## config.mk

```make
export PLATFORM = sky130hd
export DESIGN_NAME = spi_mem_front
export DESIGN_NICKNAME = d
export VERILOG_FILES = /design/src/rtl/spi_fe_pkg.sv /design/src/rtl/spi_fe_sync.sv /design/src/rtl/spi_fe_hold.sv /design/src/rtl/spi_fe_shift.sv /design/src/rtl/spi_mem_front.sv
export SDC_FILE = /design/constraint.sdc
export NUM_CORES = 1
export LEC_CHECK = 0
export CORE_MARGIN = 10
export CORE_UTILIZATION = 24
export DETAILED_ROUTE_END_ITERATION = 12
export PLACE_DENSITY = 0.45
export SLEW_MARGIN = 20
export SYNTH_ARGS = -nofsm -noshare
export SYNTH_HDL_FRONTEND = slang
export SYNTH_SLANG_ARGS = --single-unit
```

## constraint.sdc

```tcl
create_clock -name clk -period 1.3 [get_ports clk]
set_input_delay 0.26 -clock clk [delete_from_list [all_inputs] [get_ports clk]]
set_output_delay 0.26 -clock clk [all_outputs]
set_load 0.02 [all_outputs]
```

## src/rtl/spi_fe_pkg.sv

```systemverilog
// Package: shared types of the SPI memory front end.
package spi_fe_pkg;
    // Pause state of a selected sequence.
    typedef enum logic [1:0] {
        HS_RUN    = 2'd0,
        HS_ARMED  = 2'd1,
        HS_PAUSED = 2'd2
    } hold_st_e;
endpackage

```

## src/rtl/spi_fe_sync.sv

```systemverilog
// Module: spi_fe_sync
// Purpose: brings asynchronous serial pins into the system clock domain.
// Assumes: STAGES >= 1; RST_VAL sets the value each bit shows during reset.
module spi_fe_sync #(
    parameter int WIDTH = 4,
    parameter int STAGES = 2,
    parameter logic [WIDTH-1:0] RST_VAL = '0
) (
    input  logic             clk,
    input  logic             rst_n,
    input  logic [WIDTH-1:0] d,
    output logic [WIDTH-1:0] q
);
    localparam int CHAIN_W = WIDTH * STAGES;

    logic [CHAIN_W-1:0] chain;

    generate
        if (STAGES == 1) begin : g_single
            // Single flop stage per bit.
            always_ff @(posedge clk) begin
                if (!rst_n) chain <= RST_VAL;
                else        chain <= d;
            end
        end else begin : g_multi
            // Shift chain, newest sample in the low slice.
            always_ff @(posedge clk) begin
                if (!rst_n) chain <= {STAGES{RST_VAL}};
                else        chain <= {chain[CHAIN_W-WIDTH-1:0], d};
            end
        end
    endgenerate

    assign q = chain[CHAIN_W-1 -: WIDTH];
endmodule

```

## src/rtl/spi_fe_hold.sv

```systemverilog
// Module: spi_fe_hold
// Purpose: pause/resume state of a selected sequence driven by the hold pin.
// Assumes: inputs are synchronized; sck_fall is a one-cycle pulse; a
// deselect (sel low) clears any pause.
module spi_fe_hold
    import spi_fe_pkg::*;
(
    input  logic clk,
    input  logic rst_n,
    input  logic sel,
    input  logic sck_s,
    input  logic sck_fall,
    input  logic hold_s,
    output logic run_ok,
    output logic fall_ok,
    output logic paused
);
    hold_st_e st_q, st_d;
    logic     hold_q;

    // Next pause state from hold level/edge and clock level.
    always_comb begin
        st_d = st_q;
        if (!sel) begin
            st_d = HS_RUN;
        end else begin
            case (st_q)
                HS_RUN:    if (!hold_s) st_d = sck_s ? HS_ARMED : HS_PAUSED;
                HS_ARMED:  if (hold_s) st_d = HS_RUN;
                           else if (sck_fall) st_d = HS_PAUSED;
                HS_PAUSED: if (hold_s && !hold_q && !sck_s) st_d = HS_RUN;
                default:   st_d = HS_RUN;
            endcase
        end
    end

    // State and hold history registers.
    always_ff @(posedge clk) begin
        if (!rst_n) begin
            st_q   <= HS_RUN;
            hold_q <= 1'b1;
        end else begin
            st_q   <= st_d;
            hold_q <= hold_s;
        end
    end

    assign run_ok  = (st_q == HS_RUN);
    assign fall_ok = (st_q != HS_PAUSED);
    assign paused  = (st_q == HS_PAUSED);

    // leaving a pause while selected needs the clock low
    p_resume_sck_low_r9: assert property (@(posedge clk) disable iff (!rst_n)
        (st_q == HS_PAUSED && sel) |=> (st_q == HS_PAUSED) || !$past(sck_s));

    // a deferred pause begins only on a clock fall
    p_armed_on_fall_r7: assert property (@(posedge clk) disable iff (!rst_n)
        (st_q == HS_ARMED && sel) |=> (st_q != HS_PAUSED) || $past(sck_fall));

    // deselect always clears the pause
    p_desel_clears_r11: assert property (@(posedge clk) disable iff (!rst_n)
        !sel |=> !paused);
endmodule

```

## src/rtl/spi_fe_shift.sv

```systemverilog
// Module: spi_fe_shift
// Purpose: receive and transmit shift registers with the bit counter.
// Assumes: rise_en/fall_en are one-cycle pulses already qualified by
// selection and pause; start pulses while sel is still low.
module spi_fe_shift #(
    parameter int BYTE_W = 8
) (
    input  logic              clk,
    input  logic              rst_n,
    input  logic              sel,
    input  logic              start,
    input  logic              rise_en,
    input  logic              fall_en,
    input  logic              mosi_s,
    input  logic [BYTE_W-1:0] tx_data,
    output logic [BYTE_W-1:0] rx_data,
    output logic              rx_valid,
    output logic              tx_load,
    output logic              so_bit
);
    localparam int CNT_W = (BYTE_W > 1) ? $clog2(BYTE_W) : 1;
    localparam logic [CNT_W-1:0] LAST = CNT_W'(BYTE_W - 1);

    logic [CNT_W-1:0]  bit_cnt;
    logic [BYTE_W-1:0] rx_sh;
    logic [BYTE_W-1:0] tx_sh;

    // Receive side: shift in on accepted rises, strobe on each full byte.
    always_ff @(posedge clk) begin
        if (!rst_n) begin
            bit_cnt  <= '0;
            rx_sh    <= '0;
            rx_data  <= '0;
            rx_valid <= 1'b0;
        end else begin
            rx_valid <= 1'b0;
            if (!sel) begin
                bit_cnt <= '0;
            end else if (rise_en) begin
                rx_sh <= {rx_sh[BYTE_W-2:0], mosi_s};
                if (bit_cnt == LAST) begin
                    bit_cnt  <= '0;
                    rx_data  <= {rx_sh[BYTE_W-2:0], mosi_s};
                    rx_valid <= 1'b1;
                end else begin
                    bit_cnt <= bit_cnt + 1'b1;
                end
            end
        end
    end

    // Transmit side: load at start and on byte boundaries, else shift.
    always_ff @(posedge clk) begin
        if (!rst_n) begin
            tx_sh   <= '0;
            tx_load <= 1'b0;
        end else begin
            tx_load <= 1'b0;
            if (start) begin
                tx_sh   <= tx_data;
                tx_load <= 1'b1;
            end else if (!sel) begin
                tx_sh <= '0;
            end else if (fall_en) begin
                if (bit_cnt == '0) begin
                    tx_sh   <= tx_data;
                    tx_load <= 1'b1;
                end else begin
                    tx_sh <= {tx_sh[BYTE_W-2:0], 1'b0};
                end
            end
        end
    end

    assign so_bit = tx_sh[BYTE_W-1];

    // the bit position moves only on an accepted rise
    p_cnt_frozen_r8: assert property (@(posedge clk) disable iff (!rst_n)
        (sel && !rise_en) |=> $stable(bit_cnt));

    // a byte strobe lands on a byte boundary and lasts one cycle
    p_valid_aligned_r4: assert property (@(posedge clk) disable iff (!rst_n)
        rx_valid |-> (bit_cnt == '0));
    p_valid_pulse_r4: assert property (@(posedge clk) disable iff (!rst_n)
        rx_valid |=> !rx_valid);
endmodule

```

## src/rtl/spi_mem_front.sv

```systemverilog
// Module: spi_mem_front
// Purpose: SPI mode-0 slave front end of a memory device, with hold-based
// pause and resume. Delivers received bytes to a decoder and sends the
// decoder's bytes back.
// Assumes: serial pin levels hold for more than SYNC_STAGES+2 clk cycles.
module spi_mem_front #(
    parameter int BYTE_W = 8,
    parameter int SYNC_STAGES = 2
) (
    input  logic              clk,
    input  logic              rst_n,
    input  logic              cs_n,
    input  logic              sck,
    input  logic              mosi,
    input  logic              hold_n,
    output logic              miso,
    output logic              miso_oe,
    output logic              frame_active,
    output logic [BYTE_W-1:0] rx_data,
    output logic              rx_valid,
    input  logic [BYTE_W-1:0] tx_data,
    output logic              tx_load
);
    import spi_fe_pkg::*;

    // Pin order in the synchronizer: {hold, data, clock, select}.
    localparam int PINS = 4;
    // Select resets as "low" so a select already low at reset gives no edge.
    localparam logic [PINS-1:0] PIN_RST = 4'b1000;

    logic [PINS-1:0] pins_s;
    logic cs_s, sck_s, mosi_s, hold_s;
    logic cs_q, sck_q, sel;
    logic start, sck_rise, sck_fall;
    logic run_ok, fall_ok, paused;
    logic rise_en, fall_en, so_bit;

    spi_fe_sync #(
        .WIDTH  (PINS),
        .STAGES (SYNC_STAGES),
        .RST_VAL(PIN_RST)
    ) u_sync (
        .clk  (clk),
        .rst_n(rst_n),
        .d    ({hold_n, mosi, sck, cs_n}),
        .q    (pins_s)
    );

    assign cs_s   = pins_s[0];
    assign sck_s  = pins_s[1];
    assign mosi_s = pins_s[2];
    assign hold_s = pins_s[3];

    assign start    = cs_q & ~cs_s;
    assign sck_rise = sck_s & ~sck_q;
    assign sck_fall = ~sck_s & sck_q;

    // Edge history and selection: set on a select fall, cleared on high.
    always_ff @(posedge clk) begin
        if (!rst_n) begin
            cs_q  <= 1'b0;
            sck_q <= 1'b0;
            sel   <= 1'b0;
        end else begin
            cs_q  <= cs_s;
            sck_q <= sck_s;
            if (cs_s)       sel <= 1'b0;
            else if (start) sel <= 1'b1;
        end
    end

    spi_fe_hold u_hold (
        .clk     (clk),
        .rst_n   (rst_n),
        .sel     (sel),
        .sck_s   (sck_s),
        .sck_fall(sck_fall),
        .hold_s  (hold_s),
        .run_ok  (run_ok),
        .fall_ok (fall_ok),
        .paused  (paused)
    );

    assign rise_en = sel & run_ok & sck_rise;
    assign fall_en = sel & fall_ok & sck_fall;

    spi_fe_shift #(
        .BYTE_W(BYTE_W)
    ) u_shift (
        .clk     (clk),
        .rst_n   (rst_n),
        .sel     (sel),
        .start   (start),
        .rise_en (rise_en),
        .fall_en (fall_en),
        .mosi_s  (mosi_s),
        .tx_data (tx_data),
        .rx_data (rx_data),
        .rx_valid(rx_valid),
        .tx_load (tx_load),
        .so_bit  (so_bit)
    );

    assign miso_oe      = sel & hold_s & ~paused;
    assign miso         = miso_oe & so_bit;
    assign frame_active = sel;

    // no byte strobe unless selected the cycle before
    p_strobe_needs_sel_r2: assert property (@(posedge clk) disable iff (!rst_n)
        !sel |=> !rx_valid);

    // a low hold pin (from the synchronizer) keeps the pad released
    p_hiz_on_hold_r10: assert property (@(posedge clk) disable iff (!rst_n)
        !hold_s |-> !miso_oe);

    // deselect releases the pad on the next cycle
    p_desel_hiz_r3: assert property (@(posedge clk) disable iff (!rst_n)
        cs_s |=> !miso_oe);
endmodule

```

Word level (Yosys, flattened, before mapping)
Index checks and enable logic that the tools add are counted.
{"block": "word_totals", "ff_bits": 42, "input_bits": 14, "out_inout_bits": 13, "word_cells": 64}
{"block": "op_classes", "n_addsub": 1, "n_eq_ne": 8, "mux": 16, "bitwise": 15, "reduce_logical": 12}
{"cell": "two-way mux 8 bit", "n": 4}
{"cell": "bitwise AND 1 bit", "n": 10}
{"cell": "two-way mux 2 bit", "n": 5}
{"cell": "AND reduction 3 bit", "n": 3}
{"cell": "one-hot mux 2 bit (3 select lines)", "n": 1}
{"cell": "two-way mux 1 bit", "n": 5}
{"cell": "inverter 1 bit", "n": 5}
{"cell": "inequality test 2 bit (second input constant)", "n": 2}
{"cell": "AND reduction 2 bit", "n": 2}
{"cell": "adder 3 x 1 -> 3 bit (second input constant)", "n": 1}
{"cell": "== test 3 bit (second input constant)", "n": 1}
{"cell": "logical NOT 3 bit", "n": 1}
{"cell": "two-way mux 3 bit", "n": 1}
{"cell": "inequality test 3 x 1 -> 1 bit (second input constant)", "n": 1}
{"cell": "inequality test 3 bit (second input constant)", "n": 1}
{"cell": "== test 2 x 1 -> 1 bit (second input constant)", "n": 1}
{"cell": "== test 2 bit (second input constant)", "n": 1}
{"cell": "logical AND 1 bit", "n": 2}
{"cell": "logical NOT 1 bit", "n": 2}
{"cell": "logical NOT 2 bit", "n": 1}
{"cell": "inequality test 2 x 1 -> 1 bit (second input constant)", "n": 1}
{"cell": "OR reduction 2 bit", "n": 1}

Logic depth before layout (Yosys ltp)
{"block": "depth", "ltp_word": 6, "depth_mapped": 7, "ltp_nobuf": 6}

Hierarchy
From an unflattened synthesis, not the netlist that was laid out.
{"block": "unflattened", "cells_unflattened": 188, "hier_area_um2": 1722.9}
{"module": "spi_fe_shift", "n_inst": 1, "cells_each": 139, "area_per_inst_um2": 1209.9, "seq_area_each_um2": 560.5}
{"module": "spi_fe_sync", "n_inst": 1, "cells_each": 20, "area_per_inst_um2": 240.2, "seq_area_each_um2": 160.2}
{"module": "spi_mem_front", "n_inst": 1, "cells_each": 14, "area_per_inst_um2": 148.9, "seq_area_each_um2": 60.1}
{"module": "spi_fe_hold", "n_inst": 1, "cells_each": 15, "area_per_inst_um2": 123.9, "seq_area_each_um2": 60.1}

Least setup slack after synthesis
OpenSTA, ideal clock, no wires.
{"block": "synth_path", "kind": "register to output", "startpoint": "register sel, in the netlist frame_active", "endpoint": "output miso", "arrival_ns": 1.279, "required_ns": 1.040, "slack_ns": -0.239, "path_stages_with_launch": 5, "n_path_buf": 1, "path_cell_list": "dfxtp_1 buf_4 nand2_1 nor2_1 and2_1"}
{"block": "synth_between", "elab_chain_cells": 3}
{"element": "start, declared", "line": "spi_mem_front.sv:33", "source": "logic cs_q, sck_q, sel;"}
{"element": "start signal, assigned", "line": "spi_mem_front.sv:63", "source": "sel <= 1'b0;"}
{"element": "start signal, assigned", "line": "spi_mem_front.sv:67", "source": "if (cs_s) sel <= 1'b0;"}
{"element": "start signal, assigned", "line": "spi_mem_front.sv:68", "source": "else if (start) sel <= 1'b1;"}
{"element": "bitwise AND 1 bit (2 in series)", "line": "spi_mem_front.sv:104", "source": "assign miso_oe = sel & hold_s & ~paused;"}
{"element": "named net miso_oe", "line": "spi_mem_front.sv:17", "source": "output logic miso_oe,"}
{"element": "bitwise AND 1 bit", "line": "spi_mem_front.sv:105", "source": "assign miso = miso_oe & so_bit;"}
{"element": "end, declared", "line": "spi_mem_front.sv:16", "source": "output logic miso,"}
The timed path passes the listed nets, and every way through them passes these cells.

Worst setup path after layout
{"block": "layout_path", "startpoint": "register u_hold.st_q[1]", "endpoint": "output miso"}
{"block": "layout_between", "elab_chain_cells": 4}
{"element": "start, declared", "line": "spi_fe_hold.sv:18", "source": "hold_st_e st_q, st_d;"}
{"element": "start signal, assigned", "line": "spi_fe_hold.sv:43", "source": "st_q <= st_d;"}
{"element": "== test 2 bit", "line": "spi_fe_hold.sv:50", "source": "assign paused = (st_q == HS_PAUSED);"}
{"element": "inverter 1 bit", "line": "spi_mem_front.sv:104"}
{"element": "bitwise AND 1 bit", "line": "spi_mem_front.sv:104"}
{"element": "bitwise AND 1 bit", "line": "spi_mem_front.sv:105"}
No other way between the ends.

==> results.md <==
- Status: finished with violations
- Failing checks: setup timing
- Cells after Synth: 166
- Die Y: 103 µm
- Slew Limit Headroom: 76.8%
- CTS Hold Bufs: 0
- Yosys warns: 0
- Worst skew pair latency: 0.29 ns
- Max Freq: 0.741 GHz
- Initial antenna violation count: 0
- Peak VDD IR: 0.000447 V
- Internal power: between 0.0015 and 0.002 W
- TritonCTS clock tree: built
- Num CTS Buffers: 5
- CTS root buf: clkbuf_8
- Routed WL: 3690 µm
- GP Congestion: 0.717
- Clock Power Share: a little over a third
- Post-DP Area: 2150 µm²
- Inst Count DP: 281
- Crit path arrival time: 1.09 ns
- Crit path max fanout: 2
- Antenna diodes: 0
- Layout Skew: 0.00653 ns
- Synthesized area: 1660 µm²
- First-pass GRT wire length: between 5000 and 6000 µm
- Chip Width: 103 µm
- Antenna Violating Nets Remaining: 0
- Layout Cells excl Fill: 295
- Power per cell area: around 1000 nW/µm²
- Syn nets: 183
- Final hold vios: 0
- Synth cell types: 35
- Seq/Total Area, Yosys: just over 50%
- Fill count: 707
- DRC Markers: 0
- Worst-Margin Slew: between 0.3 and 0.4 ns
- CP endpoint kind: output port
- HPWL after detailed placement: between 2000 and 2500 µm
- Final setup fails: 2
- CP required: approximately 1.0 ns
- Detailed Routing Iterations Pass 1: 4
- Via count: 1,268
- # IOs: 27
- Ys flop type: dfxtp_1
- Crit start category: flip-flop
- Commonest non-fill, non-tap cell in the layout: dfxtp_1
- Most frequent cells in the layout: dfxtp_1 (35), buf_4 (15), clkdlybuf4s50_1 (13), nand2_1 (10), dlygate4sd2_1 (10)
- Switching power: 0.000532 W
- Port bufs: 26
- DIE AREA: 10,700 µm²
- HP Class: reg -> reg
- Flop pwr share: 55.5%
- Drt first-iter violations: 33
- Vias in the first global route: 1,231
- Total grt overflow: 0
- Static leakage: 0.966 nW
- Clock slew at reported path FFs: 0.08 ns
- Switching share of power: between 20 and 25%
- Combinational share of power: approximately 8.0%
- GRT Util Overall: 6.78%
- Initial Util: between 20% and 30%
- Core area: 6760 µm²
- Final Max Tran Viols: 0
- Via density: 4.30
- Crit Path Category: reg -> out
- Pin count of the biggest net entering global routing: 29
- Post-route setup TNS: -0.0612 ns
- PnR worst setup slack: -0.0494 ns
- Fin crit period: 1.35 ns
- RSZ-0062 raised after global routing: true
- Area delta synth->final: 46.3%
- Fin util: 36.0%
- Ys async rst share: 0%
- # H-tree levels: 2
- NumNets Final: 231
- Post-route cell area: 2430 µm²
- Fin crit share: 104%
- Sink Count: 42
- # rows: 30
- Number of synthesized flops with an enable pin: 0
- Final hold slack: 0.412 ns
- Number of synthesized register bits: 42
- Mean Syn Cell Area: 10.0 µm²
- MaxCap Viol Count: 0
- Post-DR wirelength/cell: 12.5 µm
- Layout cells sized above 1: 36.3%
- Clock buffer depth: 2
## cell type report
cell class	instances	area, µm²	area share, %
Multi-Input combinational cell	110	878	36.1
Sequential cell	42	852	35.0
Timing Repair Buffer	50	488	20.1
Tap cell	80	100	4.12
Clock buffer	7	86.3	3.55
Inverter	5	21.3	0.875
Clock inverter	1	5.00	0.206
## per-layer routing
layer / wire, µm / share of wire [%] / global-route usage, % / vias to the layer above
met5: 0 / 0 / 0 / -
met4: 34 / 0.92 / 2.35 / 0
met3: 252 / 6.8 / 2.92 / 6
met2: 1580 / 43 / 9.90 / 25
met1: 1820 / 49 / 8.68 / 574
li1: - / - / - / 663
## path summary, 6_finish.rpt
| check | start | end | slack (ns) | cells past startpoint |
|---|---|---|---|---|
| max | u_hold.st_q[1] | miso | -0.05 | 4 |
| min | u_sync.chain[3] | u_sync.chain[7] | 0.41 | 1 |
| max reg2reg | u_shift.bit_cnt[0] | u_shift.bit_cnt[0] | -0.01 | 4 |
| min reg2reg | u_sync.chain[3] | u_sync.chain[7] | 0.41 | 1 |
## logic make-up after synthesis
family	share of synthesized area [%]
fa+ha+maj	2.26
simple gates	21.0
mux	5.42
buf+inv	4.74
compound gates	16.0
flops	50.6
## critical path, stage by stage, from the launching register on
cell     delay, ns
dfxtp_2       0.33
nor2b_4       0.16
nor2_4        0.04
and2_4        0.15
buf_6         0.12
## power groups by stage
stage                     Clock (W)  Sequential, W  Combinational, W
final                      0.000869        0.00132          0.000191
after global routing       0.000953        0.00132          0.000207
after CTS                  0.000895        0.00132          0.000175
after detailed placement          0        0.00135          0.000169
after global placement            0        0.00135          0.000170
after floorplan                   0        0.00135         0.0000820
## stage by stage
step	power, W	setup WS, ns
final	0.00238	-0.0494
after global routing	0.00248	-0.104
after CTS	0.00239	-0.135
after detailed placement	0.00152	-0.220
after global placement	0.00152	-0.218
after floorplan	0.00143	0.0318
## registers in the layout, indices dropped and copies added (netlist names)
name / cells
u_shift.rx_data: 8
u_shift.tx_sh: 8
u_sync.chain: 8
u_shift.rx_sh: 7
u_shift.bit_cnt: 3
u_hold.st_q: 2
cs_q: 1
frame_active: 1
sck_q: 1
u_hold.hold_q: 1
u_shift.rx_valid: 1
u_shift.tx_load: 1
## cell usage after synthesis, drive strengths merged (2+ instances only)
cell type | instances | area share (%)
dfxtp | 42 | 51
o21ai | 17 | 6.0
nand2 | 11 | 2.5
and2 | 10 | 3.8
a21oi | 9 | 3.4
mux2i | 9 | 5.4
nand3 | 9 | 2.7
nor2 | 8 | 2.0
nor2b | 8 | 3.5
a22oi | 7 | 3.2
buf | 6 | 2.6
nand2b | 6 | 2.7
inv | 5 | 1.1
clkbuf | 4 | 0.98
ha | 3 | 2.3
and3 | 2 | 0.75
o21a | 2 | 0.90
## timing repair
| action | CTS | global route |
|---|---|---|
| pin swaps | 3 | 10 |
| gates resized for setup | 38 | 25 |
| endpoints found under the setup margin | 34 | 29 |
| buffers inserted | 0 | 5 |
| gates cloned | 0 | 1 |
No activity file was read; power rests on OpenSTA's default activity.
